`config.mk`:
```
export PLATFORM = sky130hd
export DESIGN_NAME = uart_rx_engine
export DESIGN_NICKNAME = d
export VERILOG_FILES = /design/src/rtl/srx_pkg.sv /design/src/rtl/srx_sync.sv /design/src/rtl/srx_parity.sv /design/src/rtl/srx_frame.sv /design/src/rtl/uart_rx_engine.sv
export SDC_FILE = /design/constraint.sdc
export NUM_CORES = 1
export LEC_CHECK = 0
export BUFFER_PORTS_ARGS = -buffer_cell sky130_fd_sc_hd__clkbuf_2
export CAP_MARGIN = 20
export CELL_PAD_IN_SITES_DETAIL_PLACEMENT = 0
export CELL_PAD_IN_SITES_GLOBAL_PLACEMENT = 1
export CORE_UTILIZATION = 43
export DETAILED_ROUTE_END_ITERATION = 8
export PLACE_DENSITY_LB_ADDON = 0.1
export SLEW_MARGIN = 20
export SYNTH_ARGS = -nofsm -noshare
export SYNTH_HDL_FRONTEND = slang
export SYNTH_HIERARCHICAL = 1
export SYNTH_SLANG_ARGS = --single-unit
```
`constraint.sdc`:
```
create_clock -name clk -period 2.45 [get_ports clk]
set_input_delay 0.3675 -clock clk [delete_from_list [all_inputs] [get_ports clk]]
set_output_delay 0.3675 -clock clk [all_outputs]
set_load 0.1 [all_outputs]
```
`src/rtl/srx_pkg.sv`:
```
package srx_pkg;
  // receive state; order is free, nothing outside decodes it
  typedef enum logic [2:0] {
    ST_WAIT_HIGH = 3'd0,
    ST_IDLE      = 3'd1,
    ST_START     = 3'd2,
    ST_DATA      = 3'd3,
    ST_PAR       = 3'd4,
    ST_STOP1     = 3'd5,
    ST_STOP2     = 3'd6
  } srx_state_t;
endpackage

```
`src/rtl/srx_sync.sv`:
```
module srx_sync #(
  parameter int STAGES = 2
) (
  input  logic clk,
  input  logic rst,
  input  logic din,
  output logic dout
);
  logic [STAGES-1:0] chain;

  // during reset the chain follows the line so that no false edge appears at release
  generate
    if (STAGES == 1) begin : g_single
      always_ff @(posedge clk) chain <= din;
    end else begin : g_multi
      always_ff @(posedge clk) begin
        if (rst) chain <= {STAGES{din}};
        else     chain <= {chain[STAGES-2:0], din};
      end
    end
  endgenerate

  assign dout = chain[STAGES-1];
endmodule

```
`src/rtl/srx_parity.sv`:
```
module srx_parity #(
  parameter int DATA_W = 8
) (
  input  logic [DATA_W-1:0] data,
  input  logic              even_sel,
  input  logic              force_sel,
  output logic              exp_bit
);
  always_comb begin
    if (force_sel)     exp_bit = ~even_sel;
    else if (even_sel) exp_bit = ^data;
    else               exp_bit = ~^data;
  end
endmodule

```
`src/rtl/srx_frame.sv`:
```
module srx_frame
  import srx_pkg::*;
#(
  parameter int DATA_W = 8,
  parameter int OSR    = 16,
  parameter int WLEN_W = 2
) (
  input  logic              clk,
  input  logic              rst,
  input  logic              tick,
  input  logic              rx_s,
  input  logic [WLEN_W-1:0] cfg_wlen,
  input  logic              cfg_two_stop,
  input  logic              cfg_par_en,
  input  logic              par_exp,
  output logic [DATA_W-1:0] asm_data,
  output logic [DATA_W-1:0] out_data,
  output logic              out_perr,
  output logic              out_ferr,
  output logic              out_brk,
  output logic              out_valid
);
  localparam int CNT_W = $clog2(OSR);
  localparam int IDX_W = $clog2(DATA_W);
  localparam int MIN_W = DATA_W - (1 << WLEN_W) + 1;
  localparam logic [CNT_W-1:0] LAST = CNT_W'(OSR - 1);
  localparam logic [CNT_W-1:0] MID  = CNT_W'(OSR / 2 - 1);

  srx_state_t        state;
  logic [CNT_W-1:0]  cnt;
  logic [IDX_W-1:0]  bidx;
  logic [DATA_W-1:0] shreg;
  logic              par_bit;
  logic              stop1_bad;

  logic [IDX_W-1:0]  nbits_m1;
  logic              use_two, last_stop, all_bad, any_bad;
  logic              ferr_c, brk_c, perr_c;

  always_comb begin
    nbits_m1  = IDX_W'(MIN_W - 1) + IDX_W'(cfg_wlen);
    asm_data  = shreg >> (IDX_W'(DATA_W - 1) - nbits_m1);
    use_two   = cfg_two_stop && (cfg_wlen != '0);
    last_stop = (state == ST_STOP2) || (state == ST_STOP1 && !use_two);
    all_bad   = (state == ST_STOP2) ? (stop1_bad && !rx_s) : !rx_s;
    any_bad   = (state == ST_STOP2) ? (stop1_bad || !rx_s) : !rx_s;
    ferr_c    = any_bad;
    brk_c     = all_bad && (asm_data == '0) && !(cfg_par_en && par_bit);
    perr_c    = cfg_par_en && (par_bit != par_exp);
  end

  always_ff @(posedge clk) begin
    if (rst) begin
      state     <= ST_WAIT_HIGH;
      cnt       <= '0;
      bidx      <= '0;
      shreg     <= '0;
      par_bit   <= 1'b0;
      stop1_bad <= 1'b0;
      out_data  <= '0;
      out_perr  <= 1'b0;
      out_ferr  <= 1'b0;
      out_brk   <= 1'b0;
      out_valid <= 1'b0;
    end else begin
      out_valid <= 1'b0;
      if (tick) begin
        case (state)
          ST_WAIT_HIGH: if (rx_s) state <= ST_IDLE;
          ST_IDLE: begin
            if (!rx_s) begin
              state <= ST_START;
              cnt   <= '0;
            end
          end
          ST_START: begin
            if (cnt == MID) begin
              cnt   <= '0;
              bidx  <= '0;
              shreg <= '0;
              state <= rx_s ? ST_IDLE : ST_DATA;
            end else begin
              cnt <= cnt + 1'b1;
            end
          end
          default: begin
            if (cnt != LAST) begin
              cnt <= cnt + 1'b1;
            end else begin
              cnt <= '0;
              case (state)
                ST_DATA: begin
                  shreg <= {rx_s, shreg[DATA_W-1:1]};
                  if (bidx == nbits_m1) state <= cfg_par_en ? ST_PAR : ST_STOP1;
                  else                  bidx  <= bidx + 1'b1;
                end
                ST_PAR: begin
                  par_bit <= rx_s;
                  state   <= ST_STOP1;
                end
                ST_STOP1: begin
                  stop1_bad <= !rx_s;
                  if (use_two) state <= ST_STOP2;
                end
                default: ;
              endcase
              if (last_stop) begin
                out_valid <= 1'b1;
                out_data  <= asm_data;
                out_perr  <= perr_c;
                out_ferr  <= ferr_c;
                out_brk   <= brk_c;
                state     <= ferr_c ? ST_WAIT_HIGH : ST_IDLE;
              end
            end
          end
        endcase
      end
    end
  end


  valid_pulse_chk: assert property (@(posedge clk) disable iff (rst)
    out_valid |=> !out_valid);


  break_zero_chk: assert property (@(posedge clk) disable iff (rst)
    (out_valid && out_brk) |-> (out_data == '0 && out_ferr));


  wait_high_hold_chk: assert property (@(posedge clk) disable iff (rst)
    (state == ST_WAIT_HIGH && !rx_s) |=> (state == ST_WAIT_HIGH));


  false_start_chk: assert property (@(posedge clk) disable iff (rst)
    (state == ST_START && tick && cnt == MID && rx_s) |=> (state == ST_IDLE && !out_valid));


  no_parity_chk: assert property (@(posedge clk) disable iff (rst)
    (out_valid && !$past(cfg_par_en)) |-> !out_perr);


  upper_zero_chk: assert property (@(posedge clk) disable iff (rst)
    (out_valid && $past(cfg_wlen) == '0) |-> (out_data[DATA_W-1:MIN_W] == '0));
endmodule

```
`src/rtl/uart_rx_engine.sv`:
```
module uart_rx_engine #(
  parameter int DATA_W      = 8,
  parameter int OSR         = 16,
  parameter int WLEN_W      = 2,
  parameter int SYNC_STAGES = 2
) (
  input  logic              clk,
  input  logic              rst,
  input  logic              tick_16x,
  input  logic              rx_in,
  input  logic [WLEN_W-1:0] cfg_wlen,
  input  logic              cfg_two_stop,
  input  logic              cfg_par_en,
  input  logic              cfg_par_even,
  input  logic              cfg_par_force,
  output logic [DATA_W-1:0] rx_data,
  output logic              rx_perr,
  output logic              rx_ferr,
  output logic              rx_brk,
  output logic              rx_valid
);
  logic              rx_s;
  logic              par_exp;
  logic [DATA_W-1:0] asm_data;

  srx_sync #(.STAGES(SYNC_STAGES)) u_sync (
    .clk  (clk),
    .rst  (rst),
    .din  (rx_in),
    .dout (rx_s)
  );

  srx_parity #(.DATA_W(DATA_W)) u_parity (
    .data      (asm_data),
    .even_sel  (cfg_par_even),
    .force_sel (cfg_par_force),
    .exp_bit   (par_exp)
  );

  srx_frame #(.DATA_W(DATA_W), .OSR(OSR), .WLEN_W(WLEN_W)) u_frame (
    .clk          (clk),
    .rst          (rst),
    .tick         (tick_16x),
    .rx_s         (rx_s),
    .cfg_wlen     (cfg_wlen),
    .cfg_two_stop (cfg_two_stop),
    .cfg_par_en   (cfg_par_en),
    .par_exp      (par_exp),
    .asm_data     (asm_data),
    .out_data     (rx_data),
    .out_perr     (rx_perr),
    .out_ferr     (rx_ferr),
    .out_brk      (rx_brk),
    .out_valid    (rx_valid)
  );
endmodule

```
==> reports/metrics.cfg <==
[outcome]
status = finished clean

[sta]
maxClockFrequency_mhz = 475
skew_ps = 2.60
maxSlewHeadroom_pct = 54.0
tightestPinTransition_ps = 690
finalHoldViolCount = 0
final_period_utilization_pct = 86.0
setup_viol = 0
finalMaxSlewViolations = 0
unrepaired_setup_endpoints_after_global_routing = false
period_minus_slack_ps = 2110
totalNegativeSetupSlack_ps = 0

[logic_synthesis]
synth_area_leader = sky130_fd_sc_hd__dfxtp_1
synth_cells = 223
post_synth.cell_area_avg_um2 = 8.55
synth-seq-area-share_pct = 35.7
yosysWarnings = 6
synth_ff_type = sky130_fd_sc_hd__dfxtp_1
synthesis.area_um2 = 1910
synth_fp_nets = 235
post_synth_main_area_contributors = sky130_fd_sc_hd__dfxtp_1, sky130_fd_sc_hd__mux2i_1, sky130_fd_sc_hd__xnor2_1, sky130_fd_sc_hd__a21oi_1, sky130_fd_sc_hd__nand2_1
synthArstFlopShare_pct = 0
yosys.area.top_type_share_pct = 35.7
synth.most_common_cell = sky130_fd_sc_hd__dfxtp_1
cell_variety_after_synth = 46
postSynthRegisterBits = 34
synth_top_cells_by_count = sky130_fd_sc_hd__dfxtp_1, sky130_fd_sc_hd__nand2_1, sky130_fd_sc_hd__nor2_1, sky130_fd_sc_hd__a21oi_1, sky130_fd_sc_hd__mux2i_1
synth-edff-count = 0

[power]
cellPowerDensity_nw_per_um2 = 530
totalPowerFinal_mw = 1.12
ir_worst_vdd_v = 0.000261
clock_power_share_pct = 38.2
switching_power_mw = 0.281
intPower_mw = 0.835
power.share.combinational_pct = 10.6
pleak_nw = 0.792
switching_share_pct = 25.2
power.share.sequential_pct = 51.1

[finish]
n_diodes = 0
layout_cell_share_with_drive_strength_beyond_1_pct = 18.2
postLayoutCellArea_um2 = 2100
area_growth_pct = 10.4
nNetsFinal = 253

[setup_path]
cp_common_cell = sky130_fd_sc_hd__xnor2_1
path_class = input pin to flip-flop
worst-endpoint-arrival_ps = 2320
worst_path_max_delay_cell = sky130_fd_sc_hd__mux2i_1
critPathMaxFanout = 8
start_kind = input pin
setup.worst_path.end_class = flip-flop
internal_reg_to_reg_setup_slack_ps = 380
crit_required_ps = 2660
worst_path_largest_cell_delay_ps = 280
worstPathCellList = clkbuf_2 -> buf_4 -> mux2i_1 -> mux2i_1 -> xnor2_1 -> xnor2_1 -> xnor2_1 -> nor2_1 -> xnor2_1 -> xor2_1 -> nand3_1 -> a21oi_1

[hold_path]
worstHoldPathType = input pin to flip-flop

[clocking]
cts-root-to-sink-buffers = 2
ctsHtreeMaxLevel = 2
clk-insertion-delay-late_ps = 280
cts-root-buf = sky130_fd_sc_hd__clkbuf_8
clk_pin_slew_worst_paths_ps = 70
cts_tree = built
clock_sink_count = 34
cts_hold_buffers = 0
number_of_setup_buffers_added_after_cts = 0
post_cts_resize_count = 0
cts_made_buffers = 5

[placement]
global_placer_s_final_weighted_congestion = 0.760
dpl.hpwl_um = 3070
placed_cell_area_um2 = 2010
port_buffers = 21

[die]
die_width_um = 68.6
design.die.area_um2 = 4700
start_util_pct = 46.3
count_of_standard_cell_rows = 23
floorplan.io_pins = 22
dieHeight_um = 68.6
area_inside_the_core_boundary_um2 = 4120

[detailed_routing]
drtAntennaViolNets = 0
dr.first_iter.drc_count = 85
detail_route.wirelength_um = 4190
route.detailed.wl_per_inst_um = 14.3
drcViolationCount = 0
viasPerCell = 5.51
drt_pass1_iterations = 4
vias = 1609

[grt]
grt_pass1_wl_um = 6780
first_global_vias = 1450
grt_start_max_net_pins = 34
grt-ovfl-total = 0
grt_antenna_before_repair = 0
grtUsageTotal_pct = 19.6

[run]
timing.max_cap.violations = 0

## flip-flops by register name (all words and copies together) (netlist names), 2 cells and up
signal and count:
u_frame/bidx 3, u_frame/cnt 4, u_frame/out_data 8, u_frame/shreg 8
u_frame/state 3, u_sync/chain 2
## kinds of logic after synthesis
logic type	after synthesis	share of synthesized area, %
xor gates and xnor gates	15	6.89
and+or+nand+nor	86	23.4
AOI/OAI and AO/OA	49	15.6
muxes	19	11.2
adders and majority gates	2	1.31
buffers and inverters	18	5.97
DFF	34	35.7
## worst max-delay path, delay by kind of cell
| kind | cells | cell delay [ps] |
|---|---|---|
| XOR/XNOR | 5 | 850 |
| multiplexers | 2 | 480 |
| buffers and inverters | 2 | 340 |
| AND/OR/NAND/NOR | 2 | 150 |
| AO/OA/AOI/OAI | 1 | 130 |
## cell type report
| type | instances | area (µm²) |
|---|---|---|
| Sequential cell | 34 | 681 |
| Inverter | 2 | 7.51 |
| Clock buffer | 7 | 86.3 |
| Tap cell | 50 | 62.6 |
| Multi-Input combinational cell | 171 | 1110 |
| Fill cell | 403 | 2010 |
| Clock inverter | 1 | 5.00 |
| Timing Repair Buffer | 27 | 150 |
## per-layer routing
metal | track usage [%] | wire (µm) | part of all wire, %
met1 | 24.7 | 2030 | 48
met5 | 0 | 0 | 0
met2 | 32.5 | 1960 | 47
met3 | 4.44 | 143 | 3.4
met4 | 7.03 | 59 | 1.4
## power by group through the flow
| stage | sequential, mW | clock [mW] | combinational [mW] |
|---|---|---|---|
| after global routing | 0.572 | 0.464 | 0.130 |
| after global placement | 0.583 | 0 | 0.116 |
| final | 0.571 | 0.427 | 0.118 |
| after floorplan | 0.574 | 0 | 0.102 |
| after detailed placement | 0.583 | 0 | 0.118 |
| after CTS | 0.570 | 0.446 | 0.119 |
## final timing paths
check,from,end,depth (start not counted)
min,rx_in,u_sync/chain[0],1
max reg2reg,u_frame/shreg[3],u_frame/out_perr,10
max,cfg_wlen[0],u_frame/out_perr,12
min reg2reg,u_frame/shreg[0],u_frame/shreg[0],2
## layout by cell type (no fill, tap or decap), types with 2 or more instances in the layout
master                     Yosys  final
sky130_fd_sc_hd__clkbuf_2      0     21
sky130_fd_sc_hd__xnor2_1      12     12
sky130_fd_sc_hd__nand2_1      21     21
sky130_fd_sc_hd__nand3_1      14     14
sky130_fd_sc_hd__o21ai_0      10     10
sky130_fd_sc_hd__mux2i_1      16     16
sky130_fd_sc_hd__mux2_4        2      2
sky130_fd_sc_hd__a21oi_1      18     18
sky130_fd_sc_hd__inv_1         2      2
sky130_fd_sc_hd__o21ai_1       2      2
sky130_fd_sc_hd__nor3b_1       2      2
sky130_fd_sc_hd__a31oi_1       3      3
sky130_fd_sc_hd__xor2_1        3      3
sky130_fd_sc_hd__nor3_1        5      5
sky130_fd_sc_hd__clkbuf_8      0      6
sky130_fd_sc_hd__nor2_1       19     19
sky130_fd_sc_hd__nand2b_1      3      3
sky130_fd_sc_hd__a211oi_1      4      4
sky130_fd_sc_hd__dfxtp_1      34     34
sky130_fd_sc_hd__nand3b_1      3      3
sky130_fd_sc_hd__buf_4         3      6
sky130_fd_sc_hd__and3_1        5      5
sky130_fd_sc_hd__o21a_1        2      2
sky130_fd_sc_hd__nor2b_1       4      4
sky130_fd_sc_hd__ha_1          2      2
sky130_fd_sc_hd__and2_1        2      2
## metrics by stage
| stage | utilization [%] | hold slack (ps) | cells | worst slack, ps |
|---|---|---|---|---|
| 6_report | 51.1 | 199 | 292 | 343 |
| 5_1_grt | 51.1 | 186 | 292 | 174 |
| 4_1_cts | 51.1 | 190 | 292 | 358 |
| 3_5_place_dp | 48.9 | 455 | 284 | 52.3 |
| 3_3_place_gp | 48.9 | 446 | 284 | 123 |
| 2_1_floorplan | - | 395 | 223 | 313 |
Power figures use the tool's default switching activity.
